==> src/rtl/i2c_addr_match.sv <==
module i2c_addr_match #(
  parameter int AW = 7,
  parameter logic [AW-1:0] MASK_RST = '1
) (
  input  logic        clk,
  input  logic        rst_n,
  input  logic        scl_in,
  input  logic        sda_in,
  input  logic        ack_en,
  input  logic        cfg_we,
  input  logic        cfg_sel,
  input  logic [AW:0] cfg_wdata,
  output logic [AW:0] cfg_rdata,
  output logic        sda_pull,
  output logic        addr_rcvd,
  output logic        match_pulse,
  output logic        match_rw,
  output logic        match_gc
);
  localparam int CW = $clog2(AW + 1);
  localparam logic [CW-1:0] LAST = CW'(AW);

  typedef enum logic [2:0] {S_IDLE, S_ADDR, S_WAITF, S_ACKL, S_ACKH} st_t;

  logic [AW:0]   own_r, msk_r;
  logic [2:0]    scl_sh, sda_sh;
  logic          scl_s, scl_q, sda_s, sda_q;
  logic          start_det, stop_det, scl_rise, scl_fall;
  st_t           st;
  logic [CW-1:0] bcnt;
  logic [AW-1:0] sh;
  logic          hit_q, rw_q, gc_q, en_q;
  logic          mask_hit, gc_hit, hit;

  always_ff @(posedge clk or negedge rst_n)
    if (!rst_n) begin
      own_r <= '0;
      msk_r <= {MASK_RST, 1'b0};
    end else if (cfg_we) begin
      if (cfg_sel) msk_r <= cfg_wdata;
      else         own_r <= cfg_wdata;
    end

  assign cfg_rdata = cfg_sel ? msk_r : own_r;

  always_ff @(posedge clk or negedge rst_n)
    if (!rst_n) begin
      scl_sh <= '1;
      sda_sh <= '1;
    end else begin
      scl_sh <= {scl_sh[1:0], scl_in};
      sda_sh <= {sda_sh[1:0], sda_in};
    end

  assign scl_s     = scl_sh[1];
  assign scl_q     = scl_sh[2];
  assign sda_s     = sda_sh[1];
  assign sda_q     = sda_sh[2];
  assign start_det = scl_s & scl_q & sda_q & ~sda_s;
  assign stop_det  = scl_s & scl_q & ~sda_q & sda_s;
  assign scl_rise  = scl_s & ~scl_q;
  assign scl_fall  = ~scl_s & scl_q;

  assign mask_hit = ((sh ^ own_r[AW:1]) & msk_r[AW:1]) == '0;
  assign gc_hit   = own_r[0] && (sh == '0);
  assign hit      = ack_en && (mask_hit || gc_hit);

  always_ff @(posedge clk or negedge rst_n)
    if (!rst_n) begin
      st          <= S_IDLE;
      bcnt        <= '0;
      sh          <= '0;
      hit_q       <= 1'b0;
      rw_q        <= 1'b0;
      gc_q        <= 1'b0;
      en_q        <= 1'b0;
      addr_rcvd   <= 1'b0;
      match_pulse <= 1'b0;
      match_rw    <= 1'b0;
      match_gc    <= 1'b0;
    end else begin
      addr_rcvd   <= 1'b0;
      match_pulse <= 1'b0;
      if (start_det) begin
        st   <= S_ADDR;
        bcnt <= '0;
        sh   <= '0;
      end else if (stop_det) begin
        st <= S_IDLE;
      end else begin
        unique case (st)
          S_ADDR:
            if (scl_rise) begin
              if (bcnt == LAST) begin
                hit_q     <= hit;
                rw_q      <= sda_s;
                gc_q      <= gc_hit;
                en_q      <= ack_en;
                addr_rcvd <= 1'b1;
                st        <= S_WAITF;
              end else begin
                sh   <= {sh[AW-2:0], sda_s};
                bcnt <= bcnt + 1'b1;
              end
            end
          S_WAITF:
            if (scl_fall) st <= hit_q ? S_ACKL : S_IDLE;
          S_ACKL:
            if (scl_rise) st <= S_ACKH;
          S_ACKH:
            if (scl_fall) begin
              st          <= S_IDLE;
              match_pulse <= 1'b1;
              match_rw    <= rw_q;
              match_gc    <= gc_q;
            end
          default: ;
        endcase
      end
    end

  assign sda_pull = (st == S_ACKL) || (st == S_ACKH);

  p_pull_starts_scl_low_r6: assert property (@(posedge clk) disable iff (!rst_n)
    $rose(sda_pull) |-> !scl_s);
  p_pull_ends_scl_low_r6: assert property (@(posedge clk) disable iff (!rst_n)
    $fell(sda_pull) |-> (!scl_s || $past(start_det || stop_det)));
  p_pull_needs_en_r9: assert property (@(posedge clk) disable iff (!rst_n)
    $rose(sda_pull) |-> en_q);
  p_match_one_cycle_r8: assert property (@(posedge clk) disable iff (!rst_n)
    match_pulse |=> !match_pulse);
  p_match_after_ack_r8: assert property (@(posedge clk) disable iff (!rst_n)
    match_pulse |-> $past(sda_pull));
  p_gc_needs_enable_r5: assert property (@(posedge clk) disable iff (!rst_n)
    (match_pulse && match_gc) |-> own_r[0]);
  p_pulses_exclusive_r9: assert property (@(posedge clk) disable iff (!rst_n)
    !(addr_rcvd && match_pulse));
endmodule

==> config.mk <==
export PLATFORM = sky130hd
export DESIGN_NAME = i2c_addr_match
export DESIGN_NICKNAME = d
export VERILOG_FILES = /design/src/rtl/i2c_addr_match.sv
export SDC_FILE = /design/constraint.sdc
export NUM_CORES = 1
export LEC_CHECK = 0
export BUFFER_PORTS_ARGS = -buffer_cell sky130_fd_sc_hd__clkbuf_2
export CORE_ASPECT_RATIO = 0.7
export CORE_MARGIN = 3
export CORE_UTILIZATION = 40
export DETAILED_ROUTE_END_ITERATION = 12
export SLEW_MARGIN = 5
export SYNTH_ARGS = -nofsm -noshare
export SYNTH_HDL_FRONTEND = slang
export SYNTH_SLANG_ARGS = --single-unit
==> constraint.sdc <==
create_clock -name clk -period 4.3 [get_ports clk]
set_input_delay 0.86 -clock clk [delete_from_list [all_inputs] [get_ports clk]]
set_output_delay 0.86 -clock clk [all_outputs]
set_load 0.005 [all_outputs]
; ---- Word level (Yosys, flattened, before mapping)
; Index checks and enable logic that the tools add are counted.
; Widths: inputs -> output; s select.
[word_totals]
ff_bits = 42
inputBits = 15
out_inout_bits = 13
elab_cells = 87
[op_classes]
add_sub_neg = 1
n_eq_ne = 12
mux = 29
bitwise_logic = 16
n_reduce_logical = 15
[ops]
columns = op, n
row1 = $mux 3, 12
row2 = $mux 7, 5
row3 = $ne 4x4->1 const B, 5
row4 = $logic_not 7->1, 2
row5 = $pmux 3 s4, 1
row6 = $mux 1, 9
row7 = $mux 8, 1
row8 = $reduce_and 4->1, 2
row9 = $and 1x1->1, 7
row10 = $and 7x7->7, 1
row11 = $not 1->1, 7
row12 = $xor 7x7->7, 1
row13 = $eq 3x2->1 const B, 2
row14 = $eq 3x3->1 const B, 2
row15 = $reduce_and 6->1, 1
row16 = $reduce_bool 6->1, 1
row17 = $reduce_and 5->1, 1
row18 = $ne 2x2->1 const B, 2
row19 = $reduce_and 2->1, 2
row20 = $reduce_bool 2->1, 2
row21 = $add 3x1->3 const B, 1
row22 = $eq 3x1->1 const B, 1
row23 = $logic_and 1x1->1, 2
row24 = $logic_or 1x1->1, 2
row25 = $mux 2, 1

; ---- Logic depth before layout (Yosys ltp)
[depth]
ltp_word = 6
depth_mapped = 6
mapped_depth_nobuf = 6

; ---- Worst setup path before layout
; Ideal clock, no wire load.
[synth_timing]
path_type = input to output
startpoint = in cfg_sel
endpoint = out cfg_rdata[0]
arrival_time_ns = 1.393
t_required_ns = 3.440
slack_ns = 2.047
path_stages = 2
path_buffers = 1
cell_sequence = buf_2 > mux2_2
[synth_between]
elab_chain_cells = 1
[synth_rtl]
columns = item, line
row1 = "start, declared", 11  ; input logic cfg_sel,
row2 = $mux 8, 44  ; assign cfg_rdata = cfg_sel ? msk_r : own_r;
row3 = "end, declared", 13  ; output logic [AW:0] cfg_rdata,
; No other way between the ends.

; ---- Worst setup path in the final report
[layout_timing]
startpoint = in cfg_sel
endpoint = out cfg_rdata[4]
; The elaborated chain is that of the path after synthesis.

==> impl_metrics.csv <==
group,metric,value,unit
sta,drv_slew,0,
route,drt_iter0_drc,114,
worst_setup_path,startpoint_type,"primary input",
synthesis,synth_cell_types,33,
run_status,outcome,"finished, final reports clean",
pwr,powerDensity,374,nW/um^2
pwr,finalPower,0.827,mW
sta,tightest_slew,1.03,ns
route,ant_nets,0,
place,gp_congestion,0.745,
worst_setup_path,crit_arrival,1.60,ns
grt,grtUsageTotal,14.5,%
synthesis,ys_seq_elements,42,
place,port_buffers,27,
final_layout,nets,209,
die,start_util,43.3,%
cts,clockRootBuffer,"clkbuf_8",
route,vias_per_cell,5.00,
sta,fmax,0.407,GHz
synthesis,yosysWarnings,0,
synthesis,yosysTopAreaCell,"dfrtp_1",
synthesis,avgSynthCellArea,11.9,um^2
route,dr.pass1.iters,4,
cts,clock_path_buffers,2,
flow_run,drv_cap,0,
worst_setup_path,cp.required,3.44,ns
cts,numClockSinks,42,
final_layout,syn2layout_area_growth,12.8,%
sta,fin_skew,0.00729,ns
cts,h-tree-depth,2,
grt,grt_pass1_wl,6.39,mm
place,place_area,2130,um^2
cts,cts_tree,"yes",
final_layout,drive_above_1_share,38.9,%
synthesis,ys_async_sr_fraction,100,%
synthesis,syn_inst,164,
cts,cts_resized,0,
die,core-area,4530,um^2
route,dr_total_vias,1295,
sta,setup_viol,0,
synthesis,syn_area,1960,um^2
place,post-dp-hpwl,2.71,mm
route,routed_wl,3.69,mm
final_layout,design_area,2210,um^2
cts,path_clk_slew,0.07,ns
cts,post_cts_buffers,0,
route,drc,0,
die,die_w,89.7,um
pwr,irDropWorstVdd,0.000168,V
sta,hold_viol_final,0,
synthesis,ys.flop_type,"dfrtp_1",
die,dieArea,5790,um^2
synthesis,synth-edff-count,0,
die,die_h,64.6,um
route,wl_per_cell,14.3,um
synthesis,synth_top_area_share,37.0,%
sta,tns,0,ns
grt,grt_max_degree,43,
grt,overflow,0,
cts,worstSkewPairLatency,0.29,ns
worst_setup_path,crit_fanout,10,
die,ios,28,
synthesis,synthTopCellsByArea,"dfrtp_1 37%, dfstp_2 17%, mux2_2 16%",
final_layout,multiInputGateArea,833,um^2
final_layout,diodes,0,
grt,antenna_found_initial,0,
sta,fin_crit_sh,57.1,%
cts,numCtsBuffers,5,
die,row_count,20,
synthesis,ys_seq_area_share,54.5,%
final_layout,seq_area,1070,um^2
pwr,leakagePower,1.01,nW
worst_setup_path,endpoint_kind,"primary output",
final_layout,filler_cell_count,398,
worst_setup_path,crit_type,"primary input to primary output",
sta,relSlewSlack,31.4,%
grt,grt_pass1_vias,1304,
cts,cts-hold-fix-buffers,0,
sta,fin_crit,2.46,ns
sta,rsz0062_at_grt,"no",
worst_hold_path,hp-class,"flip-flop to flip-flop",
synthesis,syn_nets,181,
[report_power, final]
group / total [mW] / internal (mW) / leakage, nW / switching (mW)
sequential: 0.470 / 0.439 / 0.514 / 0.0314
clock: 0.240 / 0.115 / 0.0395 / 0.125
combinational: 0.117 / 0.0645 / 0.454 / 0.0521
[state kept, by name (all words and copies together) (netlist names), 3 cells and up]
| signal | flops |
|---|---|
| sh | 7 |
| bcnt | 3 |
| sda_sh | 3 |
| scl_sh | 3 |
| msk_r | 8 |
| st | 3 |
| own_r | 8 |
[area by class of cell]
| cell class | count | area share [%] |
|---|---|---|
| repair buffers | 27 | 6.12 |
| multi-input cells | 113 | 37.7 |
| flip-flops and latches | 42 | 48.3 |
| inverters | 3 | 0.510 |
| well taps | 66 | 3.74 |
| clock buffers | 8 | 3.62 |
[cell usage after synthesis (2+ instances only)]
master,n
nand2_1,30
dfrtp_1,29
mux2_2,27
dfstp_2,13
o21ai_0,11
xor2_1,9
a21oi_1,5
nand3_1,4
inv_1,3
a22oi_1,2
a31oi_1,2
buf_2,2
buf_4,2
buf_6,2
ha_1,2
nand4b_1,2
nor2_1,2
nor3b_1,2
[placed cells by master, fill, tap and decap left out, types with 3 or more instances in the layout]
cell / netlist / routed
dfrtp_1: 29 / 29
inv_1: 3 / 3
a21oi_1: 5 / 5
xor2_1: 9 / 9
o21ai_0: 11 / 11
dfstp_2: 13 / 13
clkbuf_8: 0 / 5
clkbuf_1: 0 / 3
clkbuf_2: 0 / 27
mux2_2: 27 / 27
nand2_1: 30 / 30
nand3_1: 4 / 4
[stage by stage]
step	util [%]	hold slack, ns	setup WS [ns]	instances
2_1_floorplan	-	0.345	2.05	164
3_3_place_gp	47.0	0.346	1.86	251
3_5_place_dp	47.0	0.347	1.84	251
4_1_cts	48.8	0.358	1.83	259
5_1_grt	48.8	0.359	1.81	259
6_report	48.8	0.357	1.84	259
[worst max-delay path, stage by stage]
cell	delay, ns
clkbuf_2	0.25
mux2_2	0.38
clkbuf_2	0.11
[per-layer routing]
metal	track usage, %	up-vias	share of wire (%)	wire length, um
li1	-	638	-	-
met1	21.3	623	50	1840
met2	20.3	29	44	1630
met3	4.19	5	4.9	181
met4	4.65	0	1.1	42
met5	0	-	0	0
[kinds of logic (layout without fill, tap and decap cells)]
kind of cell / count (synthesis) / after routing / share of synthesized area, %
buf+inv: 9 / 38 / 3.00
fa+ha+maj: 2 / 2 / 1.28
simple gates: 51 / 51 / 14.6
mux: 27 / 27 / 15.5
flops: 42 / 42 / 54.5
xor+xnor: 9 / 9 / 4.02
compound gates: 24 / 24 / 7.15
[worst paths after layout]
path | from | to | slack, ns | cells past startpoint
setup reg to reg | scl_sh[1] | sh[2] | 2.46 | 3
min in group asynchronous | rst_n | own_r[5] | 0.73 | 1
hold reg to reg | scl_sh[0] | scl_sh[1] | 0.36 | 0
max in group asynchronous | rst_n | bcnt[0] | 2.92 | 1
hold / removal | scl_sh[0] | scl_sh[1] | 0.36 | 0
setup / recovery | cfg_sel | cfg_rdata[4] | 1.84 | 3
Note: power is estimated with default switching activity, not from simulation.
